**src/rtl/ocu_pkg.sv**
```systemverilog
package ocu_pkg;
  typedef enum logic [1:0] {
    ADR_LO   = 2'd0,
    ADR_HI   = 2'd1,
    ADR_FLAG = 2'd2,
    ADR_CTRL = 2'd3
  } ocu_addr_e;

  // plain count and clear-on-compare codes bypass the buffer
  function automatic logic is_buffered(input logic [3:0] mode);
    return !(mode == 4'd0 || mode == 4'd4 || mode == 4'd12);
  endfunction
endpackage

```
**src/rtl/ocu_regif.sv**
```systemverilog
module ocu_regif import ocu_pkg::*; #(
  parameter int BUS_W = 8,
  localparam int W = 2 * BUS_W
) (
  input  logic             clk_i,
  input  logic             rst_ni,
  input  logic             wr_en_i,
  input  logic [1:0]       wr_addr_i,
  input  logic [BUS_W-1:0] wr_data_i,
  output logic             wr16_o,
  output logic [W-1:0]     val16_o,
  output logic             sw_clr_o,
  output logic             ie_o
);
  logic [BUS_W-1:0] temp_q;

  always_ff @(posedge clk_i or negedge rst_ni) begin
    if (!rst_ni) begin
      temp_q <= '0;
      ie_o   <= 1'b0;
    end else if (wr_en_i) begin
      if (wr_addr_i == ADR_HI)   temp_q <= wr_data_i;
      if (wr_addr_i == ADR_CTRL) ie_o   <= wr_data_i[0];
    end
  end

  assign wr16_o   = wr_en_i && (wr_addr_i == ADR_LO);
  assign val16_o  = {temp_q, wr_data_i};
  assign sw_clr_o = wr_en_i && (wr_addr_i == ADR_FLAG) && wr_data_i[0];
endmodule

```
**src/rtl/ocu_buffer.sv**
```systemverilog
module ocu_buffer import ocu_pkg::*; #(
  parameter int W = 16
) (
  input  logic         clk_i,
  input  logic         rst_ni,
  input  logic         tick_i,
  input  logic         at_top_i,
  input  logic         at_bottom_i,
  input  logic         commit_top_i,
  input  logic [3:0]   wgm_i,
  input  logic         wr16_i,
  input  logic [W-1:0] val16_i,
  output logic [W-1:0] active_o
);
  logic [W-1:0] buf_q;
  logic         buffered, commit;

  assign buffered = is_buffered(wgm_i);
  assign commit   = buffered && tick_i && (commit_top_i ? at_top_i : at_bottom_i);

  always_ff @(posedge clk_i or negedge rst_ni) begin
    if (!rst_ni) begin
      buf_q    <= '0;
      active_o <= '0;
    end else begin
      if (wr16_i) buf_q <= val16_i;
      if (wr16_i && !buffered) active_o <= val16_i;
      else if (commit)         active_o <= buf_q;
    end
  end
endmodule

```
**src/rtl/ocu_flag.sv**
```systemverilog
module ocu_flag #(
  parameter int W = 16
) (
  input  logic         clk_i,
  input  logic         rst_ni,
  input  logic         tick_i,
  input  logic [W-1:0] cnt_i,
  input  logic [W-1:0] active_i,
  input  logic         ack_i,
  input  logic         sw_clr_i,
  input  logic         ie_i,
  output logic         match_o,
  output logic         flag_o,
  output logic         irq_o
);
  logic hit_q, set;

  assign match_o = tick_i && (cnt_i == active_i);
  assign set     = tick_i && hit_q;

  always_ff @(posedge clk_i or negedge rst_ni) begin
    if (!rst_ni) begin
      hit_q  <= 1'b0;
      flag_o <= 1'b0;
    end else begin
      if (tick_i) hit_q <= match_o;
      if (set)                     flag_o <= 1'b1;
      else if (ack_i || sw_clr_i)  flag_o <= 1'b0;
    end
  end

  assign irq_o = flag_o && ie_i;
endmodule

```
**src/rtl/ocu_channel.sv**
```systemverilog
module ocu_channel #(
  parameter int BUS_W   = 8,
  parameter bit TOP_SRC = 1'b1,
  localparam int W = 2 * BUS_W
) (
  input  logic             clk_i,
  input  logic             rst_ni,
  input  logic             tick_i,
  input  logic [W-1:0]     cnt_i,
  input  logic             at_top_i,
  input  logic             at_bottom_i,
  input  logic [3:0]       wgm_i,
  input  logic             commit_top_i,
  input  logic             wr_en_i,
  input  logic [1:0]       wr_addr_i,
  input  logic [BUS_W-1:0] wr_data_i,
  input  logic             irq_ack_i,
  output logic             match_o,
  output logic             flag_o,
  output logic             irq_o,
  output logic [W-1:0]     cmp_o,
  output logic [W-1:0]     top_o
);
  logic         wr16, sw_clr, ie;
  logic [W-1:0] val16;

  ocu_regif #(.BUS_W(BUS_W)) u_regif (
    .clk_i, .rst_ni, .wr_en_i, .wr_addr_i, .wr_data_i,
    .wr16_o(wr16), .val16_o(val16), .sw_clr_o(sw_clr), .ie_o(ie)
  );

  ocu_buffer #(.W(W)) u_buffer (
    .clk_i, .rst_ni, .tick_i, .at_top_i, .at_bottom_i, .commit_top_i, .wgm_i,
    .wr16_i(wr16), .val16_i(val16), .active_o(cmp_o)
  );

  ocu_flag #(.W(W)) u_flag (
    .clk_i, .rst_ni, .tick_i, .cnt_i, .active_i(cmp_o),
    .ack_i(irq_ack_i), .sw_clr_i(sw_clr), .ie_i(ie),
    .match_o, .flag_o, .irq_o
  );

  generate
    if (TOP_SRC) begin : g_top
      assign top_o = cmp_o;
    end else begin : g_notop
      assign top_o = '0;
    end
  endgenerate
endmodule

```
**config.mk**
```make
export PLATFORM = sky130hd
export DESIGN_NAME = ocu_channel
export DESIGN_NICKNAME = d
export VERILOG_FILES = /design/src/rtl/ocu_pkg.sv /design/src/rtl/ocu_regif.sv /design/src/rtl/ocu_buffer.sv /design/src/rtl/ocu_flag.sv /design/src/rtl/ocu_channel.sv
export SDC_FILE = /design/constraint.sdc
export NUM_CORES = 1
export LEC_CHECK = 0
export BUFFER_PORTS_ARGS = -buffer_cell sky130_fd_sc_hd__buf_2
export CAP_MARGIN = 40
export CORE_MARGIN = 2
export CORE_UTILIZATION = 40
export CTS_CLUSTER_DIAMETER = 50
export DETAILED_ROUTE_END_ITERATION = 8
export PLACE_DENSITY = 0.65
export SLEW_MARGIN = 20
export SYNTH_ARGS = -nofsm -noshare
export SYNTH_HDL_FRONTEND = slang
export SYNTH_HIERARCHICAL = 1
export SYNTH_SLANG_ARGS = --single-unit
```
**constraint.sdc**
```tcl
create_clock -name clk_i -period 1.2 [get_ports clk_i]
set_input_delay 0.06 -clock clk_i [delete_from_list [all_inputs] [get_ports clk_i]]
set_output_delay 0.06 -clock clk_i [all_outputs]
set_load 0.01 [all_outputs]
```
-- Yosys cells after proc, flatten, opt, wreduce, memory -nomap -nowiden
Index checks and enable logic that the tools add are counted.
- eq/ne operators: 6
- reductions and logical operators: 19
- muxes and demuxes: 5
- operators by type and width (kind ; number):
    two-way mux 16 bit ; 2
    == test 16 bit ; 1
    logical AND 1 bit ; 9
    == test 2 bit, second input constant ; 2
    == test 4 x 3 -> 1 bit, second input constant ; 1
    == test 4 bit, second input constant ; 1
    logical NOT 4 bit ; 1
    AND reduction 2 bit ; 2
    nonzero test 2 bit ; 2
    logical OR 1 bit ; 3
    two-way mux 1 bit ; 3
    == test 2 x 1 -> 1 bit, second input constant ; 1
    logical NOT 2 bit ; 1
    logical NOT 1 bit ; 1
- output and inout bits: 35
- word-level logic and storage cells: 36
- input bits: 38
- register bits after elaboration: 43

-- Depth between registers and ports, before layout
Gate-level depths: netlist of the first run.
- depth after elaboration: 8
- depth in mapped cells: 6
- mapped depth without buffers: 4

-- Hierarchy
Netlist of the first run, hierarchy kept.
- by module, submodules not included (module ; instances ; area an instance (um^2) ; sequential area each (um^2) ; cells each):
    ocu_buffer ; 1 ; 1665.3 ; 800.8 ; 135
    ocu_regif ; 1 ; 430.4 ; 225.2 ; 30
    ocu_flag ; 1 ; 265.3 ; 50.0 ; 30
    ocu_channel ; 1 ; 120.1 ; 0.0 ; 16

-- Worst setup path after synthesis of the first run
Ideal clock, no wire load.
- path kind: register to output
- start point: register u_buffer.active_o[12]
- end point: output port match_o
- arrival time: 1.320 ns
- path buffers: 0
- stages on the path, launching flop included: 5
- slack: -0.180 ns
- data required time: 1.140 ns
- path through: dfrtp_1 xor2_1 nor4_1 nand4_1 nor3_1
- longest elaborated chain between the ends: 2
- RTL lines (item ; RTL line ; text):
    start, declared ; ocu_buffer.sv:13 ; output logic [W-1:0] active_o
    start signal, assigned ; ocu_buffer.sv:27 ; if (wr16_i && !buffered) active_o <= val16_i;
    start signal, assigned ; ocu_buffer.sv:28 ; else if (commit) active_o <= buf_q;
    == test 16 bit ; ocu_flag.sv:18 ; assign match_o = tick_i && (cnt_i == active_i);
    logical AND 1 bit ; ocu_flag.sv:18 ;
    end, declared ; ocu_channel.sv:18 ; output logic match_o,
Every way passes these cells.

-- Final worst setup path of the first run
- start point: register u_buffer.active_o[15]
- end point: output port match_o
The elaborated chain is that of the path after synthesis.

==> summary.md, run 1 <==
| Metric | Value |
|---|---|
| Status | `finished, violations left` |
| Failing checks | `negative setup slack` |
| WHS | `34.5 ps` |
| First-pass DRT Iterations | `4` |
| CP Launch Type | `register` |
| Maxcap violations | `0` |
| Crit Path Max Fanout | `2` |
| CP required | `1140 ps` |
| Clock skew | `5.91 ps` |
| Syn_area_per_cell | `11.8 um2` |
| RSZ-0062 raised after global routing | `true` |
| 1st-iter DRT viols | `92` |
| Slew @ Worst Pin | `561 ps` |
| Final period util | `1.46` |
| Peak VDD IR | `647 uV` |
| Top post-synthesis cells by area | `dfrtp_1 (43%), mux2_2 (11%), buf_4 (7.3%), a2111oi_0 (5.3%), a221oi_1 (5.3%)` |
| Drt drc | `0` |
| Final Hold Fails | `0` |
| HP Class | `in2reg` |
| Fill count | `562` |
| Cell Count Post-Placement | `356` |
| Routed vias | `1,948` |
| Number of synthesized flops with an enable pin | `0` |
| Clk sinks | `43` |
| Global placer's final weighted congestion | `0.783` |
| P_leak | `1.44 nW` |
| Die Y | `82.8 um` |
| Cell Rows | `28` |
| Die Wd | `82.8 um` |
| Die ar. | `6850 um2` |
| Reg area | `1080 um2` |
| Slowest-stage cell, CP | `dfrtp_1` |
| DP Worst Slack | `-222 ps` |
| Vias/cell | `5.26` |
| GRT Resource Usage Total | `0.189` |
| Final worst setup slack | `-555 ps` |
| Fin. max-slew vios | `0` |
| Total Neg Setup Slack | `-1100 ps` |
| CTS max path bufs | `2` |
| Arrival @ worst endpoint | `1700 ps` |
| Largest net degree at the start of global routing | `44` |
| Final wirelength | `5.92 mm` |
| Cell Chain, Critical Path | `xor2_1 > nor4_2 > nand2_1 > nor3_2 > buf_2` |
| Count of cell types in the netlist | `36` |
| Yosys top cell area share | `0.434` |
| Most frequent cell after synthesis | `dfrtp_1` |
| Yosys warning total | `6` |
| CP Capture Type | `output port` |
| H-tree depth | `2` |
| Nets | `332` |
| PwrDens | `1490 nW/um2` |
| Slew HR | `0.616` |
| Post-Syn Area | `2480 um2` |
| Worst-path clk slew | `80 ps` |
| CP peak stage delay | `390 ps` |
| Boundary Pins | `73` |
| Diode count | `0` |
| Commonest cells post-synth | `dfrtp_1 (43), mux2_2 (25), buf_4 (24)` |
| Final Total Pwr | `0.00460 W` |
| Layout cells sized above 1 | `0.542` |
| F_max | `0.570 GHz` |
| Initial Util | `0.417` |
| Syn_nets | `249` |
| Congestion Overflow GR | `0` |
| Post-synthesis sequential area ratio | `0.434` |
| Synth async-reset ratio | `1.00` |
| Setup CP Type | `reg2out` |
| Core area | `5960 um2` |
| Number of buffers created by CTS | `5` |
| Initial antenna violation count | `0` |
| Fin cells | `370` |
| Number of synthesized register bits | `43` |
| Clock Latency Late Sink | `290 ps` |
| Multi-input logic area | `1010 um2` |
| Primary FF master, synth | `dfrtp_1` |
| DRT antenna net count | `0` |
| Min Tclk post-route | `1760 ps` |
| Gate Count Post-Synth | `211` |
| TritonCTS clock tree | `yes` |
| Root Buffer Master | `clkbuf_8` |
| Vias in the first global route | `1,964` |
| Port buffer count | `72` |
| Post-DR wirelength/cell | `16.0 um` |
| Yosys top cell by area | `dfrtp_1` |
| Detailed placement HPWL | `4.47 mm` |
| Synth-to-Final Area Change | `24.9%` |
| Setup violations, final | `2` |
| First-pass GRT wire length | `9.52 mm` |
[timing repair]
action / in CTS / in global routing
hold endpoints to repair: 43 / 0
gates resized for setup: 2 / 4
hold buffers: 1 / 0
pin swaps: 5 / 2
buffers inserted: 4 / 1
setup endpoints to repair: 2 / 2
[logic make-up (layout without fill, tap and decap cells)]
| group | count (synthesis) | in the layout | synth area share |
|---|---|---|---|
| AOI/OAI and AO/OA | 51 | 51 | 0.169 |
| xor gates and xnor gates | 16 | 16 | 0.0565 |
| buffers and inverters | 57 | 141 | 0.171 |
| DFF | 43 | 43 | 0.434 |
| muxes | 26 | 26 | 0.119 |
| and+or+nand+nor | 18 | 18 | 0.0504 |
[stage by stage]
stage | instance area, um2 | util
floorplan | 2490 | -
global placement | 2940 | 0.493
detailed placement | 2940 | 0.493
CTS | 3070 | 0.515
global route | 3100 | 0.520
finish | 3100 | 0.520
[final timing paths]
path / from / depth (start not counted) / end / slack [ps]
max in group asynchronous: rst_ni / 3 / u_regif/temp_q[6] / 730
setup reg to reg: u_buffer/active_o[15] / 8 / u_flag/hit_q / -550
hold / removal: wr_data_i[5] / 2 / u_buffer/buf_q[5] / 30
min in group asynchronous: rst_ni / 3 / u_buffer/buf_q[8] / 270
setup / recovery: u_buffer/active_o[15] / 5 / match_o / -560
hold reg to reg: u_buffer/buf_q[5] / 1 / u_buffer/buf_q[5] / 510
[cells in the final DEF (no fill, tap or decap), drive strengths merged, types with 2 or more instances in the layout]
| cell | count |
|---|---|
| nor4 | 3 |
| a31oi | 16 |
| nand2b | 2 |
| clkbuf | 5 |
| a221oi | 15 |
| dfrtp | 43 |
| nor2 | 2 |
| xnor2 | 4 |
| inv | 17 |
| clkinv | 3 |
| xor2 | 12 |
| buf | 115 |
| a2111oi | 15 |
| mux2 | 25 |
| nand2 | 3 |
[worst max-delay path: cells and delay by family, from the launching register on]
family	cells	cell delay, ps
and+or+nand+nor	3	710
DFF	1	390
xor gates and xnor gates	1	150
buffers and inverters	1	150
[layer usage]
metal | GRT usage | share of wire
met5 | 0 | 0
met4 | 0.0738 | 0.020
met2 | 0.315 | 0.47
met1 | 0.239 | 0.46
met3 | 0.0391 | 0.054
[flip-flops by register name, summed over array words and instances, names as in the netlist]
| register | flops |
|---|---|
| u_flag/hit_q | 1 |
| u_flag/flag_o | 1 |
| u_regif/temp_q | 8 |
| u_buffer/active_o | 16 |
| u_buffer/buf_q | 16 |
| u_regif/ie_o | 1 |
[where the power goes]
group,switching [W],internal [W],leakage [nW]
combinational,0.000810,0.000896,0.888
sequential,0.000212,0.00179,0.505
clock,0.000494,0.000399,0.0477
[cell type report]
cell class / instances / share of cell area
multi-input cells: 111 / 0.327
repair buffers: 116 / 0.247
clock buffers: 5 / 0.0222
well taps: 75 / 0.0303
inverters: 17 / 0.0206
clock inverters: 3 / 0.00484
flip-flops and latches: 43 / 0.347
No activity file was read; power rests on OpenSTA's default activity.
==> run 2, diff against run 1 <==
- PLACE_DENSITY: 0.65 -> 0.67
- SYNTH_HIERARCHICAL: 1 -> unset
==> run 2 against run 1 <==
Compared with the run above:
- the flow still finishes with violations (negative setup slack)
- critical path depth increased by 1
- synthesized cell count decreased by 17%
- wire length decreased by 22%
- utilization increased by 1.7 points
- clock power decreased by 6.7%
- first-iteration DRC count decreased by 45%
- global-route usage decreased by 1.6 points
- largest power group unchanged
- highest routed layer unchanged
==> summary.md, run 2 <==
| Metric | Value |
|---|---|
| Die ar. | `5880 um2 (was 6850 um2)` |
| Peak VDD IR | `1010 uV (was 647 uV)` |
| Initial antenna violation count | `0 (unchanged)` |
| Syn_nets | `213 (was 249)` |
| CTS max path bufs | `2 (unchanged)` |
| Gate Count Post-Synth | `175 (was 211)` |
| CP Capture Point | `match_o (unchanged)` |
| Total Neg Setup Slack | `-1000 ps (was -1100 ps)` |
| Clock skew | `4.01 ps (was 5.91 ps)` |
| Arrival @ worst endpoint | `1730 ps (was 1700 ps)` |
| CP peak stage delay | `400 ps (was 390 ps)` |
| Largest net degree at the start of global routing | `44 (unchanged)` |
| Most frequent cell after synthesis | `dfrtp_1 (unchanged)` |
| Yosys warning total | `0 (was 6)` |
| Root Buffer Master | `clkbuf_8 (unchanged)` |
| Die Wd | `76.7 um (was 82.8 um)` |
| Syn_area_per_cell | `12.1 um2 (was 11.8 um2)` |
| Routed vias | `1,574 (was 1,948)` |
| Primary FF master, synth | `dfrtp_1 (unchanged)` |
| Final period util | `1.49 (was 1.46)` |
| Slowest-stage cell, CP | `dfrtp_1 (unchanged)` |
| Fin. max-slew vios | `0 (unchanged)` |
| Commonest non-fill, non-tap cell in the layout | `buf_2 (unchanged)` |
| Maxcap violations | `0 (unchanged)` |
| Final Hold Fails | `0 (unchanged)` |
| RSZ-0062 raised after global routing | `true (unchanged)` |
| Crit Path Max Fanout | `2 (unchanged)` |
| Diode count | `0 (unchanged)` |
| Port buffer count | `72 (unchanged)` |
| Cell Rows | `26 (was 28)` |
| Yosys top cell area share | `0.509 (was 0.434)` |
| First-pass GRT wire length | `8.02 mm (was 9.52 mm)` |
| PwrDens | `1630 nW/um2 (was 1490 nW/um2)` |
| Nets | `302 (was 332)` |
| Layout cells sized above 1 | `0.532 (was 0.542)` |
| P_leak | `1.35 nW (was 1.44 nW)` |
| Cell Chain, Critical Path | `xor2_1 > nor4_1 > buf_4 > nand2_2 > nor3_2 > buf_2 (was xor2_1 > nor4_2 > nand2_1 > nor3_2 > buf_2)` |
| CP Launch Type | `register (unchanged)` |
| Top post-synthesis cells by area | `dfrtp_1 (51%), mux2_2 (13%), buf_4 (5.7%), xor2_1 (5.0%), a22oi_1 (3.2%) (was dfrtp_1 (43%), mux2_2 (11%), buf_4 (7.3%), a2111oi_0 (5.3%), a221oi_1 (5.3%))` |
| Setup violations, final | `2 (unchanged)` |
| Worst-path clk slew | `80 ps (about the same)` |
| Initial Util | `0.414 (was 0.417)` |
| Failing checks | `negative setup slack (unchanged)` |
| Clock Latency Late Sink | `290 ps (about the same)` |
| Number of synthesized register bits | `43 (unchanged)` |
| Synth async-reset ratio | `1.00 (unchanged)` |
| Detailed placement HPWL | `3.54 mm (was 4.47 mm)` |
| Yosys top cell by area | `dfrtp_1 (unchanged)` |
| FF-to-FF path depth | `6 (was 8)` |
| Number of synthesized flops with an enable pin | `0 (unchanged)` |
| DRT antenna net count | `0 (unchanged)` |
| TritonCTS clock tree | `yes (unchanged)` |
| Vias in the first global route | `1,629 (was 1,964)` |
| Final wirelength | `4.64 mm (was 5.92 mm)` |
| Min Tclk post-route | `1790 ps (was 1760 ps)` |
| Fill count | `474 (was 562)` |
| Status | `finished, violations left (unchanged)` |
| Setup CP Type | `reg2out (unchanged)` |
| F_max | `0.558 GHz (was 0.570 GHz)` |
| Number of buffers created by CTS | `5 (unchanged)` |
| Commonest cells post-synth | `dfrtp_1 (43), mux2_2 (25), buf_4 (16) (was dfrtp_1 (43), mux2_2 (25), buf_4 (24))` |
| HP Class | `in2reg (unchanged)` |
| Core area | `5110 um2 (was 5960 um2)` |
| Vias/cell | `4.73 (was 5.26)` |
| Post-Syn Area | `2110 um2 (was 2480 um2)` |
| H-tree depth | `2 (unchanged)` |
| Cell Count Post-Placement | `324 (was 356)` |
| CP required | `1140 ps (about the same)` |
| Post-synthesis sequential area ratio | `0.509 (was 0.434)` |
| Boundary Pins | `73 (unchanged)` |
| CP Capture Type | `output port (unchanged)` |
| Global placer's final weighted congestion | `0.784 (was 0.783)` |
| Buf+Inv Stages, Crit Path | `2 (was 1)` |
| Reg-to-reg endpoint | `u_flag.hit_q (was u_flag/hit_q)` |
| Die Y | `76.7 um (was 82.8 um)` |
| Family with the most delay on the worst path | `simple AND/OR/NAND/NOR gates (unchanged)` |
| Post-DR wirelength/cell | `13.9 um (was 16.0 um)` |
| Slew HR | `0.719 (was 0.616)` |
| Fin cells | `333 (was 370)` |
| Reg-to-reg startpoint | `u_buffer.active_o[14] (was u_buffer/active_o[15])` |
| GRT Resource Usage Total | `0.172 (was 0.189)` |
| Largest regs | `u_buffer.active_o x16, u_buffer.buf_q x16, u_regif.temp_q x8 (was u_buffer/active_o x16, u_buffer/buf_q x16, u_regif/temp_q x8)` |
| Congestion Overflow GR | `0 (unchanged)` |
| Worst Setup SP | `u_buffer.active_o[11] (was u_buffer/active_o[15])` |
| Drt drc | `0 (unchanged)` |
| Slew @ Worst Pin | `421 ps (was 561 ps)` |
| First-pass DRT Iterations | `4 (unchanged)` |
| Final worst setup slack | `-592 ps (was -555 ps)` |
| Synth-to-Final Area Change | `29.9% (was 24.9%)` |
| Register-to-Register Setup Slack | `-410 ps (was -550 ps)` |
| Clk sinks | `43 (unchanged)` |
| Commonest non-fill, non-tap cells in the layout | `buf_2 (72), dfrtp_1 (43), buf_4 (28), mux2_2 (25), xor2_1 (12) (was buf_2 (72), dfrtp_1 (43), buf_4 (35), mux2_2 (25), inv_1 (17))` |
| Crit path depth | `6 (was 5)` |
| Count of cell types in the netlist | `32 (was 36)` |
| 1st-iter DRT viols | `51 (was 92)` |
[run 2: cell count changes in the layout (fill, tap and decap cells not counted), sizes merged, moves of 3 or more]
cell / delta
clkinv: -3
o21ai: +9
buf: -13
a221oi: -15
mux2i: +5
inv: -6
a22oi: +9
a2111oi: -15
nor2: +4
a21oi: +5
a31oi: -16
[run 2: worst min-delay path by stage]
| stage | startpoint | to | slack (ps) | depth (start not counted) |
|---|---|---|---|---|
| floorplan | rst_ni | u_buffer.active_o[0] | -240 | 0 |
| global placement | rst_ni | u_buffer.active_o[9] | 50 | 2 |
| detailed placement | rst_ni | u_buffer.active_o[9] | 60 | 2 |
| CTS | wr_data_i[7] | u_buffer.buf_q[7] | 20 | 2 |
| global route | tick_i | u_flag.flag_o | 20 | 2 |
| finish | wr_data_i[7] | u_buffer.buf_q[7] | 30 | 2 |
[run 2: through the flow]
stage / instance area, um2 / hold WS, ps / util / power [W] / setup slack [ps]
3_3_place_gp: 2650 / 52.3 / 0.518 / 0.00362 / -240
2_1_floorplan: 2120 / -236 / - / 0.00305 / -56.0
6_report: 2750 / 26.3 / 0.538 / 0.00447 / -592
3_5_place_dp: 2650 / 55.8 / 0.518 / 0.00366 / -288
5_1_grt: 2750 / 22.2 / 0.538 / 0.00477 / -653
4_1_cts: 2730 / 21.9 / 0.535 / 0.00450 / -606
[run 2: final cells by class]
class                           count  area [um2]  share of cell area
Sequential cell                    43        1080               0.392
Multi-Input combinational cell    100         848               0.309
Timing Repair Buffer              103         621               0.226
Tap cell                           70        87.6              0.0319
Clock buffer                        6        72.6              0.0264
Inverter                           11        41.3              0.0150
[run 2: where the power goes]
part | internal, W | switching (W) | leakage, nW | total (W)
Combinational | 0.000865 | 0.000722 | 0.790 | 0.00159
Sequential | 0.00181 | 0.000240 | 0.520 | 0.00205
Clock | 0.000388 | 0.000445 | 0.0371 | 0.000833
[run 2: per-layer routing]
layer,vias to the layer above,track usage,share of wire,wire (um)
li1,764,-,-,-
met1,774,0.228,0.45,2100
met2,34,0.289,0.51,2360
met3,2,0.0435,0.034,158
met4,0,0.0327,0.0058,27
met5,-,0,0,0
[run 2: cell families (layout without fill, tap and decap cells)]
logic type	Yosys count	in the layout	share of synthesized area
AO/OA/AOI/OAI	28	28	0.0935
AND/OR/NAND/NOR	25	25	0.0763
XOR/XNOR	16	16	0.0663
multiplexers	31	31	0.162
flip-flops	43	43	0.509
buffers and inverters	32	120	0.0935
[run 2: worst register-to-register path: stages (launching register included)]
cell     delay [ps]
dfrtp_1         400
xor2_1          170
nor4_1          240
buf_4           160
nand4_1         130
buf_4           170
o31ai_1         240
[run 2: timing repair]
item,in CTS,in global routing
hold buffers,1,0
pin swaps,0,1
endpoints found under the hold margin,43,0
endpoints found under the setup margin,2,2
resized for setup,1,0
setup buffers,0,2
==> run 3, diff against run 2 <==
--- a/config.mk
+++ b/config.mk
@@ -13,3 +13,3 @@
 export DETAILED_ROUTE_END_ITERATION = 8
-export PLACE_DENSITY = 0.67
+export PLACE_DENSITY = 0.64
 export SLEW_MARGIN = 20
==> constraint.sdc (replaced) <==
create_clock -name clk_i -period 2.1 [get_ports clk_i]
set_input_delay 0.315 -clock clk_i [delete_from_list [all_inputs] [get_ports clk_i]]
set_output_delay 0.315 -clock clk_i [all_outputs]
set_load 0.01 [all_outputs]
==> run 3 against run 2 <==
Compared with the run above:
- the flow now finishes without violations
- setup slack better by 710 ps
- total power is 45% lower
- combinational power decreased by 52%
- sequential power down 41%
- non-clock buffer count is 23 lower
- die area did not move
- cell count down 6.3%
- first-iteration DRC count up 69%
- worst hold slack better by 54 ps
- wire length decreased by 2.9%
- critical endpoint unchanged
- highest routed layer unchanged
==> summary.md, run 3 (synthesis gave the netlist of run 2 again) <==
| Metric | Value |
|---|---|
| Status | `completed (was finished, violations left)` |
| F_max | `0.505 GHz` |
| DP Worst Slack | `283 ps (was -288 ps)` |
| Vias in the first global route | `1,424 (was 1,629)` |
| Final period util | `0.942` |
| Slew HR | `0.638 (was 0.719)` |
| Maxcap violations | `0 (unchanged)` |
| Nets | `279 (was 302)` |
| Largest regs | `u_buffer.active_o x16, u_buffer.buf_q x16, u_regif.temp_q x8 (unchanged)` |
| Post-DR wirelength/cell | `14.4 um (was 13.9 um)` |
| Vias/cell | `4.76 (was 4.73)` |
| Fin. max-slew vios | `0 (unchanged)` |
| Detailed placement HPWL | `3.31 mm (was 3.54 mm)` |
| Largest net degree at the start of global routing | `44 (unchanged)` |
| Final wirelength | `4.51 mm (was 4.64 mm)` |
| H-tree depth | `2 (unchanged)` |
| 1st-iter DRT viols | `86 (was 51)` |
| Fill count | `494 (was 474)` |
| Port buffer count | `72 (unchanged)` |
| Routed vias | `1,485 (was 1,574)` |
| Final Hold Fails | `0 (unchanged)` |
| WHS | `80.6 ps (was 26.3 ps)` |
| Min Tclk post-route | `1980 ps` |
| Setup CP Type | `reg2out (unchanged)` |
| Final worst setup slack | `122 ps (was -592 ps)` |
| Register-to-Register Setup Slack | `690 ps (was -410 ps)` |
| Initial Util | `0.414 (unchanged)` |
| First-pass GRT wire length | `7.13 mm (was 8.02 mm)` |
| Root Buffer Master | `clkbuf_8 (unchanged)` |
| P_leak | `1.23 nW (was 1.35 nW)` |
| Clock skew | `5.77 ps (was 4.01 ps)` |
| FF-to-FF path depth | `4 (was 6)` |
| Number of buffers created by CTS | `5 (unchanged)` |
| CP Launch Type | `register (unchanged)` |
| Drt drc | `0 (unchanged)` |
| Core area | `5110 um2 (unchanged)` |
| Multi-input logic area | `852 um2 (was 848 um2)` |
| CTS max path bufs | `2 (unchanged)` |
| Die Wd | `76.7 um (unchanged)` |
| Slowest-stage cell, CP | `dfrtp_1 (unchanged)` |
| Slew @ Worst Pin | `543 ps (was 421 ps)` |
| Post-route cell area | `2560 um2 (was 2750 um2)` |
| Setup violations, final | `0 (was 2)` |
| Reg-to-reg endpoint | `u_flag.hit_q (unchanged)` |
| Die Y | `76.7 um (unchanged)` |
| Diode count | `0 (unchanged)` |
| Commonest non-fill, non-tap cells in the layout | `buf_2 (72), dfrtp_1 (43), mux2_2 (25), xor2_1 (12), inv_1 (11) (was buf_2 (72), dfrtp_1 (43), buf_4 (28), mux2_2 (25), xor2_1 (12))` |
| Arrival @ worst endpoint | `1660 ps (was 1730 ps)` |
| First-pass DRT Iterations | `4 (unchanged)` |
| Clk sinks | `43 (unchanged)` |
| Global placer's final weighted congestion | `0.727 (was 0.784)` |
| Congestion Overflow GR | `0 (unchanged)` |
| Reg-to-reg startpoint | `u_buffer.active_o[2] (was u_buffer.active_o[14])` |
| RSZ-0062 raised after global routing | `true (unchanged)` |
| Synth-to-Final Area Change | `21.2% (was 29.9%)` |
| CP required | `1780 ps (was 1140 ps)` |
| Commonest non-fill, non-tap cell in the layout | `buf_2 (unchanged)` |
| PwrDens | `964 nW/um2 (was 1630 nW/um2)` |
| Crit Path Max Fanout | `2 (unchanged)` |
| Worst Setup SP | `u_buffer.active_o[11] (unchanged)` |
| Buf+Inv Stages, Crit Path | `1 (was 2)` |
| Boundary Pins | `73 (unchanged)` |
| Crit path depth | `5 (was 6)` |
| Cell Rows | `26 (unchanged)` |
| Initial antenna violation count | `0 (unchanged)` |
| Total Neg Setup Slack | `0 ps (was -1000 ps)` |
| CP peak stage delay | `400 ps (about the same)` |
| Family with the most delay on the worst path | `simple AND/OR/NAND/NOR gates (unchanged)` |
| Reg area | `1080 um2 (unchanged)` |
| TritonCTS clock tree | `yes (unchanged)` |
| Layout cells sized above 1 | `0.496 (was 0.532)` |
| DRT antenna net count | `0 (unchanged)` |
| Peak VDD IR | `408 uV (was 1010 uV)` |
| CP Capture Type | `output port (unchanged)` |
| HP Class | `in2async (was in2reg)` |
| Clock Latency Late Sink | `290 ps (about the same)` |
| Die ar. | `5880 um2 (unchanged)` |
| Placed standard-cell area | `2450 um2 (was 2650 um2)` |
| GRT Resource Usage Total | `0.156 (was 0.172)` |
| Cell Chain, Critical Path | `xor2_1 > nor4_2 > nand2_1 > nor3_2 > buf_2 (was xor2_1 > nor4_1 > buf_4 > nand2_2 > nor3_2 > buf_2)` |
| Final core occ | `0.502 (was 0.538)` |
| Worst-path clk slew | `80 ps (about the same)` |
| CP Capture Point | `match_o (unchanged)` |
==> run 3: how the worst min path moves through the flow <==
stage                start                    end  slack (ps)  depth (start not counted)
floorplan           rst_ni   u_buffer.active_o[0]          20                          0
CTS                 rst_ni  u_buffer.active_o[10]         100                          2
global route        rst_ni      u_regif.temp_q[1]         120                          2
global placement    rst_ni      u_regif.temp_q[1]         420                          2
detailed placement  rst_ni   u_buffer.active_o[9]         430                          2
finish              rst_ni      u_regif.temp_q[1]          80                          2
==> run 3: where the power goes <==
group | total [W] | internal [W] | switching, W
clock network | 0.000506 | 0.000232 | 0.000274
registers | 0.00120 | 0.00104 | 0.000169
logic | 0.000759 | 0.000390 | 0.000369
==> run 3: metal layers <==
metal,global-route usage,vias up,part of all wire
met5,0,-,0
met4,0.0545,0,0.014
met3,0.0376,6,0.047
met2,0.247,45,0.48
met1,0.210,715,0.46
li1,-,719,-
==> run 3: what timing repair did <==
item / CTS / global route
resized for setup: 1 / 1
pin swaps: 0 / 6
setup endpoints to repair: 1 / 1
setup buffers: 0 / 2
gates cloned: 0 / 0
hold buffers: 0 / 0
==> run 3: final cells by class <==
class,instances,area share
Sequential cell,43,0.420
Tap cell,70,0.0342
Multi-Input combinational cell,100,0.333
Inverter,11,0.0161
Clock inverter,2,0.00488
Clock buffer,6,0.0283
Timing Repair Buffer,80,0.164
==> run 3: stage by stage <==
| stage | std cells | power (W) |
|---|---|---|
| 6_report | 312 | 0.00247 |
| 4_1_cts | 310 | 0.00248 |
| 3_3_place_gp | 302 | 0.00195 |
| 3_5_place_dp | 302 | 0.00196 |
| 2_1_floorplan | 175 | 0.00174 |
| 5_1_grt | 312 | 0.00263 |
